<file path="config.mk">
export PLATFORM = sky130hd
export DESIGN_NAME = mbox_rx_fifo
export DESIGN_NICKNAME = d
export VERILOG_FILES = /design/src/rtl/mbox_rx_fifo.sv
export SDC_FILE = /design/constraint.sdc
export NUM_CORES = 1
export LEC_CHECK = 0
export BUFFER_PORTS_ARGS = -buffer_cell sky130_fd_sc_hd__buf_4
export CAP_MARGIN = 20
export CORE_MARGIN = 1.5
export CORE_UTILIZATION = 40
export CTS_BUF_LIST = sky130_fd_sc_hd__clkbuf_2
export DETAILED_ROUTE_END_ITERATION = 8
export SLEW_MARGIN = 20
export SYNTH_ARGS = -nofsm -noshare
export SYNTH_HDL_FRONTEND = slang
export SYNTH_SLANG_ARGS = --single-unit
</file>
<file path="constraint.sdc">
create_clock -name clk -period 9.9 [get_ports clk]
set_clock_uncertainty 0.05 [all_clocks]
set_input_delay 1.98 -clock clk [delete_from_list [all_inputs] [get_ports clk]]
set_output_delay 1.98 -clock clk [all_outputs]
set_load 0.1 [all_outputs]
</file>
<file path="src/rtl/mbox_rx_fifo.sv">
module mbox_rx_fifo #(
  parameter int DEPTH = 16,
  parameter int ID_W  = 8
) (
  input  logic            clk,
  input  logic            rst_n,
  input  logic            push_valid,
  input  logic [63:0]     push_data,
  input  logic [ID_W-1:0] push_id,
  input  logic            reg_wr,
  input  logic [5:0]      reg_addr,
  input  logic [31:0]     reg_wdata,
  output logic [31:0]     reg_rdata,
  output logic            irq
);
  localparam int PW = (DEPTH > 1) ? $clog2(DEPTH) : 1;
  localparam int EW = ID_W + 64;
  localparam logic [PW-1:0] LAST = PW'(DEPTH - 1);

  localparam logic [5:0] A_ID   = 6'h00;
  localparam logic [5:0] A_LO   = 6'h04;
  localparam logic [5:0] A_HI   = 6'h08;
  localparam logic [5:0] A_POP  = 6'h0C;
  localparam logic [5:0] A_RST  = 6'h10;
  localparam logic [5:0] A_STS  = 6'h14;
  localparam logic [5:0] A_PEND = 6'h18;
  localparam logic [5:0] A_MASK = 6'h1C;
  localparam logic [5:0] A_DEP  = 6'h24;

  logic [EW-1:0] mem [DEPTH];
  logic [PW-1:0] wp, rp;
  logic          full, pending;
  logic [4:0]    mask;

  wire empty   = (wp == rp) && !full;
  wire flush   = reg_wr && reg_addr == A_RST && reg_wdata == 32'd0;
  wire pop_req = reg_wr && reg_addr == A_POP && reg_wdata[0];
  wire clr     = reg_wr && reg_addr == A_PEND && reg_wdata[0];
  wire do_push = push_valid && !full && !flush;
  wire do_pop  = pop_req && !empty && !flush;
  wire [PW-1:0] wp_n = (wp == LAST) ? '0 : wp + 1'b1;
  wire [PW-1:0] rp_n = (rp == LAST) ? '0 : rp + 1'b1;
  wire [EW-1:0] head = empty ? '0 : mem[rp];

  always_ff @(posedge clk) begin
    if (do_push) mem[wp] <= {push_id, push_data};
  end

  always_ff @(posedge clk or negedge rst_n) begin
    if (!rst_n) begin
      wp <= '0;
      rp <= '0;
      full <= 1'b0;
    end else if (flush) begin
      wp <= '0;
      rp <= '0;
      full <= 1'b0;
    end else begin
      if (do_push) wp <= wp_n;
      if (do_pop) rp <= rp_n;
      if (do_push && !do_pop && wp_n == rp) full <= 1'b1;
      else if (do_pop && !do_push) full <= 1'b0;
    end
  end

  always_ff @(posedge clk or negedge rst_n) begin
    if (!rst_n) begin
      mask <= 5'h1F;
      pending <= 1'b0;
    end else begin
      if (reg_wr && reg_addr == A_MASK) mask <= reg_wdata[4:0];
      if (clr) pending <= 1'b0;
      else if (!empty && !mask[0]) pending <= 1'b1;
    end
  end

  assign irq = pending;

  always_comb begin
    unique case (reg_addr)
      A_ID:    reg_rdata = 32'(head[EW-1:64]);
      A_LO:    reg_rdata = head[31:0];
      A_HI:    reg_rdata = head[63:32];
      A_STS:   reg_rdata = {8'(rp), 8'(wp), 13'd0, full, 2'b00};
      A_PEND:  reg_rdata = {31'd0, pending};
      A_MASK:  reg_rdata = {27'd0, mask};
      A_DEP:   reg_rdata = 32'(DEPTH - 1);
      default: reg_rdata = 32'd0;
    endcase
  end

  p_full_eq_r6: assert property (@(posedge clk) disable iff (!rst_n)
    full |-> (wp == rp));
  p_no_overflow_r6: assert property (@(posedge clk) disable iff (!rst_n)
    (full && push_valid && !pop_req && !flush) |=> (full && $stable(wp)));
  p_pop_empty_r3: assert property (@(posedge clk) disable iff (!rst_n)
    (empty && !push_valid && !flush) |=> ($stable(rp) && $stable(wp)));
  p_pend_set_r8: assert property (@(posedge clk) disable iff (!rst_n)
    (!empty && !mask[0] && !clr) |=> irq);
  p_pend_clr_r9: assert property (@(posedge clk) disable iff (!rst_n)
    clr |=> !irq);
  p_flush_r10: assert property (@(posedge clk) disable iff (!rst_n)
    flush |=> (wp == '0 && rp == '0 && !full));
endmodule

</file>
==> reports/metrics.cfg, run 1 <==
[clock_network]
cts_setup_buffers = 0
htreeDepth = 5
cts_tree = done
cts.sinks = 1167
clk_latency_ps = 1380
post_cts_resized = 0
cts_buffer_depth = 4
clkTransAtPathRegs_ps = 110
numCtsBuffers = 313
cts_root_buf = clkbuf_2
cts_hold_buffers = 0

[place]
place_congestion = 0.864
port_buffers = 146
hpwl_microns = 61200
dp_cells = 3596

[sta]
fin_crit_ps = 7630
setup_viol = 0
slew_headroom = 0.251
period_share = 0.771
drv_slew = 0
whs_ps = 388
hold_viol = 0
timing.fmax_ghz = 0.131
fin_tns_setup_ps = 0
grt_setup_unrepaired = no
worst_pin_slew_ps = 1120

[finish]
final_util = 0.452
fin_nets = 2530
fin_cells = 4090
drive_gt1_frac = 0.389
num-fill-cells = 9602
layout_commonest_cell = edfxtp_1
area_delta_synth_final_pct = 12.2
layout_common_cells = edfxtp_1, clkbuf_2, mux4_2

[synth]
yosysWarningCount = 0
ys_seq_area_frac = 0.773
netlist_area_sq_mm = 0.0453
synth_top_family_by_area = multiplexers
synth_cell_types = 54
synth-edff-count = 1152
ys_ff_latch = 1167
synthAdderAreaFrac = 0.00138
synth_ff_type = edfxtp_1
synth_xor_area_frac = 0.00174
post_synth_mux_area_share = 0.168
avgSynthCellArea_sq_um = 22.5
synthSimpleGateAreaFrac = 0.0192
synthesis.nets = 2127
synth_compound_area_frac = 0.0232
synthArstFlopShare = 0.0129
synthCells = 2008

[global_route]
grt_usage = 0.198
grt_pass1_vias = 24100
antenna_found_initial = 10
grt_max_degree = 145
grt_overflow = 0
grt_pass1_wl_microns = 164000

[die]
fp.dieW_microns = 339
start_util = 0.403
core_area_sq_mm = 0.112
row_count = 123
die-area_sq_mm = 0.115
chipHeight_microns = 339
ios = 147

[critical_path]
cp_data_required_time_ps = 7870
cp-startpoint = rp[0]
regToRegStartpoint = wp[3]
cp.arrival_ps = 5600
cp-end-kind = output pin
crit_type = reg -> out
start_kind = register
cp_max_fo = 46

[detailed_routing]
num_vias = 22800
drt-met1-wl_microns = 47500
top_layer = met5
wl_met2_microns = 54600
viasPerCell = 5.57
ant_nets = 0
dr_wl_met3_microns = 8800
drc = 0
wire_per_inst_microns = 27.8
drtPass1Iterations = 5
routed_wl_microns = 114000
dr.first_iter.drc_count = 2233

[power_and_ir_drop]
power_density_mw_per_mm2 = 194
peakVddDrop_uv = 94.9
p_leak_nw = 16.0

[run_status]
status = finished, final reports clean

[worst_hold_path]
hold_class = in -> async

[job]
drv_cap = 0

## through the flow
| stage | worst slack, ps | cell area [sq um] | total power [mW] |
|---|---|---|---|
| final | 2270 | 50800 | 9.87 |
| after floorplan | 1570 | 45300 | 6.44 |
| after CTS | 2020 | 50800 | 10.0 |
| after global routing | 1820 | 50800 | 10.3 |
| after global placement | 2350 | 48200 | 6.78 |
| after detailed placement | 2230 | 48200 | 6.80 |
## worst paths after layout
kind                                 to  depth (start not counted)  slack [ps]
setup / recovery           reg_rdata[3]                          8        2270
min in group clk                    irq                          1         550
setup reg to reg            mem[10][31]                          4        6050
hold reg to reg                     irq                          1         550
hold / removal                     full                          1         390
max in group asynchronous       mask[3]                          1        9130
## worst max-delay path, stage by stage, from the launching register on
cell	delay, ps
dfrtp_4	1070
buf_4	840
mux4_2	590
mux2i_1	220
mux2i_1	280
a2111oi_2	460
a21oi_1	170
a211o_1	280
buf_4	240
## power by group
part           switching, mW  internal [mW]
logic                  0.556          0.407
clock network           1.84           1.35
registers             0.0959           5.62
## final cells by class
type	count	area [sq um]	share of cell area
sequential	1167	35000	0.689
multi-input combinational	727	9780	0.193
clock buffer	440	2200	0.0434
tap	1500	1880	0.0369
timing repair buffer	195	1520	0.0300
clock inverter	52	385	0.00759
inverter	7	28.8	0.000567
antenna	2	5.00	0.0000985
## cells in the mapped netlist, types with 3 or more instances
master	number	area [sq um]
buf_4	16	120
buf_2	35	175
nand3_1	12	60.1
mux2_1	6	67.6
buf_1	12	45.0
a21oi_1	47	235
nor4b_1	5	43.8
a31oi_1	23	144
clkbuf_1	31	116
o21ai_0	3	15.0
a22oi_1	18	135
dfstp_2	5	131
nor3_1	9	45.0
nor2b_1	10	62.6
mux4_2	312	7030
nor4_1	7	43.8
nand2_1	85	319
mux2i_1	42	420
a221oi_1	5	43.8
dfrtp_1	10	250
a221o_1	3	30.0
nand2b_1	6	37.5
buf_6	13	146
edfxtp_1	1152	34600
ha_1	5	62.6
xnor2_1	8	70.1
inv_1	5	18.8
mux2_2	7	78.8
o21ai_1	4	20.0
o22ai_1	16	100
a211oi_1	23	173
nor2_1	44	165
## logic make-up (layout without fill, tap and decap cells)
family	Yosys count	in the layout
AO/OA/AOI/OAI	157	157
multiplexers	367	367
buffers and inverters	114	694
adder cells (fa/ha/maj)	5	5
XOR/XNOR	9	9
AND/OR/NAND/NOR	189	189
other	0	2
flip-flops	1167	1167
## routing by layer
layer | track usage | vias up
met5 | 0 | -
li1 | - | 9530
met2 | 0.310 | 940
met3 | 0.0534 | 153
met4 | 0.0672 | 14
met1 | 0.269 | 12100
## sequential cells by signal, indices dropped and copies added (netlist names)
| register | flops |
|---|---|
| full | 1 |
| irq | 1 |
| mask | 5 |
| mem | 1152 |
| rp | 4 |
| wp | 4 |
Power figures use the tool's default switching activity.
==> run 2: changes to the inputs <==
- ABC_AREA: not set -> 1
- clock period: 9.9 -> 6.5 ns (I/O delays scaled with it)
==> reports/metrics.cfg, run 2 <==
[clock_network]
numCtsBuffers = 306
htreeDepth = 5
cts_tree = done
clkTransAtPathRegs_ps = 90
clk_latency_ps = 1480
cts_root_buf = clkbuf_2
cts.sinks = 1167
cts_buffer_depth = 4
cts_setup_buffers = 0

[detailed_routing]
dr.first_iter.drc_count = 3246
routed_wl_microns = 129000
ant_nets = 0
drtPass1Iterations = 6
viasPerCell = 5.31
drc = 0
num_vias = 31600
wire_per_inst_microns = 21.7

[finish]
final_area_sq_mm = 0.0531
regMostFlops = mem
register_area_sq_mm = 0.0350
fin_nets = 4389
top_regs = mem: 1152 flops, mask: 5 flops
area_delta_synth_final_pct = 12.3
num-fill-cells = 10700
drive_gt1_frac = 0.157
multi_input_area_sq_mm = 0.0111
layout_common_cells = edfxtp_1, nand2_1, nor2_1
final_util = 0.455
layout_commonest_cell = edfxtp_1
largest_register_ffs = 1152

[synth]
synth-edff-count = 1152
ys_seq_area_frac = 0.739
avgSynthCellArea_sq_um = 12.1
yosysWarningCount = 0
synthCells = 3918
synth_ff_type = edfxtp_1
ys_ff_latch = 1167
synthTopCellsByCount = edfxtp_1, nand2_1, nor2_1, nand3_1, o21ai_0
synthesis.nets = 4037
synth_cell_types = 33
synth_area_leaders = edfxtp_1, nand2_1, nand3_1, nor2_1, o211ai_1
synth_top_area_cell = edfxtp_1
netlist_area_sq_mm = 0.0473
synthArstFlopShare = 0.0129
synth_top_area_frac = 0.731
yosysMostFrequentCell = edfxtp_1

[die]
die-area_sq_mm = 0.120
start_util = 0.405
core_area_sq_mm = 0.117
fp.dieW_microns = 347
row_count = 125
ios = 147
chipHeight_microns = 347

[critical_path]
start_kind = register
cp-startpoint = rp[3]
cp.arrival_ps = 4970
crit_top_cell = buf_4
path_cells = inv_4 -> buf_4 -> buf_4 -> nand3_1 -> nand2_1 -> nand3_1 -> nand2_1 -> buf_4
cp-end-kind = output pin
regToRegStartpoint = full
max_stage_delay_ps = 790
r2r_setup_slack_ps = 2980
cp_max_fo = 39
crit_type = reg -> out
rr_worst_depth = 5
critPathBufInv = 4
slowest_stage = dfrtp_4
r2r_end = mem[5][53]
cp_data_required_time_ps = 5150
crit_family = buffers and inverters

[power_and_ir_drop]
p_leak_nw = 19.1
peakVddDrop_uv = 177
power_density_mw_per_mm2 = 272

[sta]
period_share = 0.972
fin_crit_ps = 6320
worst_pin_slew_ps = 1130
timing.fmax_ghz = 0.158
fin_tns_setup_ps = 0
hold_viol = 0
drv_slew = 0
slew_headroom = 0.248
grt_setup_unrepaired = no
setup_viol = 0

[place]
dpl-instance-area_sq_mm = 0.0500
hpwl_microns = 64100
place_congestion = 0.822
port_buffers = 146

[global_route]
grt_pass1_wl_microns = 193000
grt_pass1_vias = 30500
grt_usage = 0.213
grt_overflow = 0
grt_max_degree = 198
antenna_found_initial = 13

[worst_hold_path]
min-delay-start = push_data[26]
min_path_cells = 1
hold_class = in -> reg
whs_endpoint = mem[2][26]

[job]
drv_cap = 0

[run_status]
status = finished, final reports clean

[run 2: stage by stage]
step	total power [mW]	hold slack, ps	setup slack, ps	cells
finish	14.5	178	184	5958
global route	15.1	27.1	31.0	5955
CTS	14.6	1.41	20.7	5950
detailed placement	10.0	445	1300	5406
global placement	10.0	465	1250	5406
floorplan	9.52	420	996	3918
[run 2: worst max-delay path by stage]
stage,slack [ps],depth (start not counted),to
2_1_floorplan,1000,9,mem[10][0]
3_3_place_gp,1250,11,reg_rdata[26]
3_5_place_dp,1300,11,reg_rdata[27]
4_1_cts,20,8,reg_rdata[8]
5_1_grt,30,8,reg_rdata[8]
6_report,180,8,reg_rdata[8]
[run 2: logic make-up (layout without fill, tap and decap cells)]
logic type	Yosys count	after routing	share of synthesized area
simple gates	1877	1877	0.161
mux	1	1	0.000238
xor+xnor	5	5	0.000926
other cells	0	7	0
buf+inv	313	822	0.0298
fa+ha+maj	5	5	0.00132
compound gates	550	550	0.0677
flops	1167	1167	0.739
[run 2: report_power, final]
part | internal (mW) | switching [mW]
clock | 1.76 | 2.80
combinational | 0.392 | 1.02
sequential | 8.42 | 0.0714
total | 10.6 | 3.89
[run 2: layer usage]
layer	vias up	routed length (microns)	GRT usage
met5	-	57	0
met4	8	2180	0.0640
met3	176	9780	0.0444
met2	1269	59600	0.327
met1	15500	57700	0.304
li1	14700	-	-
[run 2: final cells by class]
class,instances,area share
inverter,68,0.00568
multi-input combinational,2438,0.208
clock inverter,37,0.00330
timing repair buffer,289,0.0478
clock buffer,428,0.0403
sequential,1167,0.659
tap,1524,0.0359
antenna,7,0.000330
[run 2: timing repair]
| item | CTS | global route |
|---|---|---|
| hold buffers | 79 | 0 |
| endpoints found under the setup margin | 6 | 1 |
| hold endpoints to repair | 1105 | 0 |
| gates resized for setup | 1 | 1 |
==> run 3: changes to the inputs <==
- clock period: 6.5 -> 5.3 ns (I/O delays scaled with it)
==> reports/metrics.cfg, run 3 (synthesis gave the netlist of run 2 again) <==
[finish]
largest_register_ffs = 1152
fin_nets = 4439
layout_commonest_cell = edfxtp_1
drive_gt1_frac = 0.166
layout_common_cells = edfxtp_1, nand2_1, nor2_1
area_delta_synth_final_pct = 15.1
register_area_sq_mm = 0.0350
top_regs = mem: 1152 flops, mask: 5 flops
fin_cells = 6024
final_util = 0.467
num-fill-cells = 10500
multi_input_area_sq_mm = 0.0111
regMostFlops = mem

[critical_path]
cp-end-kind = output pin
max_stage_delay_ps = 600
cp_data_required_time_ps = 4190
crit_family = simple AND/OR/NAND/NOR gates
crit_type = reg -> out
critPathBufInv = 4
cp_max_fo = 41
crit_top_cell = nand2_1
slowest_stage = dfrtp_4
start_kind = register
cp.arrival_ps = 4050
path_cells = inv_8 -> nor2_4 -> buf_4 -> clkbuf_16 -> nand3_1 -> nand2_1 -> nor2_1 -> nand2_1 -> nand2_1 -> nand2_1 -> nand3_1 -> nand2_1 -> nand2_1 -> buf_12

[sta]
drv_slew = 0
setup_viol = 0
timing.fmax_ghz = 0.194
fin_crit_ps = 5160
worst_pin_slew_ps = 1110
hold_viol = 0
period_share = 0.973
slew_headroom = 0.258
fin_tns_setup_ps = 0

[worst_hold_path]
hold_class = in -> reg

[clock_network]
cts.sinks = 1167
cts_buffer_depth = 4
htreeDepth = 5
cts_tree = done
clk_latency_ps = 1450
numCtsBuffers = 304
clkTransAtPathRegs_ps = 100
cts_root_buf = clkbuf_2

[die]
start_util = 0.405
ios = 147
chipHeight_microns = 347
die-area_sq_mm = 0.120
fp.dieW_microns = 347
core_area_sq_mm = 0.117
row_count = 125

[global_route]
grt_pass1_wl_microns = 198000
antenna_found_initial = 11
grt_overflow = 0
grt_pass1_vias = 31100
grt_usage = 0.222
grt_max_degree = 107

[detailed_routing]
dr.first_iter.drc_count = 3416
wire_per_inst_microns = 22.6
drtPass1Iterations = 5
drc = 0
num_vias = 32200
ant_nets = 0
routed_wl_microns = 136000
viasPerCell = 5.35

[place]
dp_cells = 5412
place_congestion = 0.845
hpwl_microns = 65000
port_buffers = 146

[power_and_ir_drop]
fin_total_pwr_mw = 18.2
p_leak_nw = 19.7
switching_power_mw = 4.89
p_comb_frac = 0.104
switching_share = 0.269
p_clk_frac = 0.324
power_density_mw_per_mm2 = 334
p_int_mw = 13.3
peakVddDrop_uv = 169
power_frac_seq = 0.572

[job]
drv_cap = 0

[run_status]
status = finished, final reports clean

[run 3: cell types whose count changed in the layout (fill, tap and decap cells not counted), sizes merged]
cell / change
buf: +27
clkinv: +20
dlygate4sd3: +15
bufbuf: +5
bufinv: +5
clkbuf: -3
diode: -3
clkinvlp: -1
inv: +1
[run 3: power groups by stage]
stage	sequential, mW	combinational [mW]	clock, mW
final	10.4	1.89	5.88
after global routing	10.4	2.07	6.49
after CTS	10.4	1.83	6.04
after detailed placement	10.6	1.70	0
after global placement	10.6	1.69	0
after floorplan	10.6	1.08	0
[run 3: layer usage]
metal | share of wire | global-route usage
met5 | 0.00059 | 0
met4 | 0.025 | 0.0837
met3 | 0.096 | 0.0588
met2 | 0.46 | 0.339
met1 | 0.42 | 0.303
[run 3: stage by stage]
stage | instance area, sq um | worst slack, ps | hold WS (ps)
after detailed placement | 50200 | 829 | 449
after CTS | 54100 | -19.1 | 73.7
after floorplan | 47300 | 35.9 | 420
after global placement | 50200 | 870 | 478
final | 54400 | 141 | 277
after global routing | 54400 | -14.2 | 217
[run 3: path summary, 6_finish.rpt]
check | start | to | slack [ps] | depth (start not counted)
max | rp[2] | reg_rdata[1] | 140 | 14
min | reg_wdata[5] | rp[1] | 280 | 9
max reg2reg | wp[1] | mem[7][71] | 2130 | 4
min reg2reg | irq | irq | 520 | 2
max in group asynchronous | rst_n | rp[2] | 3430 | 4
min in group asynchronous | rst_n | mask[4] | 600 | 3
[run 3: timing repair]
item / in CTS / in global routing
pin swaps: 1 / 2
setup endpoints to repair: 32 / 14
hold buffers: 94 / 0
gates cloned: 8 / 3
endpoints found under the hold margin: 1181 / 0
resized for setup: 41 / 28
buffers inserted: 10 / 9
[run 3: worst register-to-register path, stage by stage (launching register included)]
cell and delay (ps):
dfrtp_1 540, ha_1 350, nand2_1 130, nor2_4 650
buf_4 990
[run 3: layout make-up]
cell class | count | area share
Sequential cell | 1167 | 0.643
Inverter | 68 | 0.00611
Tap cell | 1524 | 0.0350
Antenna cell | 4 | 0.000184
Clock inverter | 60 | 0.00738
Timing Repair inverter | 2 | 0.000460
Timing Repair Buffer | 339 | 0.0655
Clock buffer | 422 | 0.0388
Multi-Input combinational cell | 2438 | 0.204
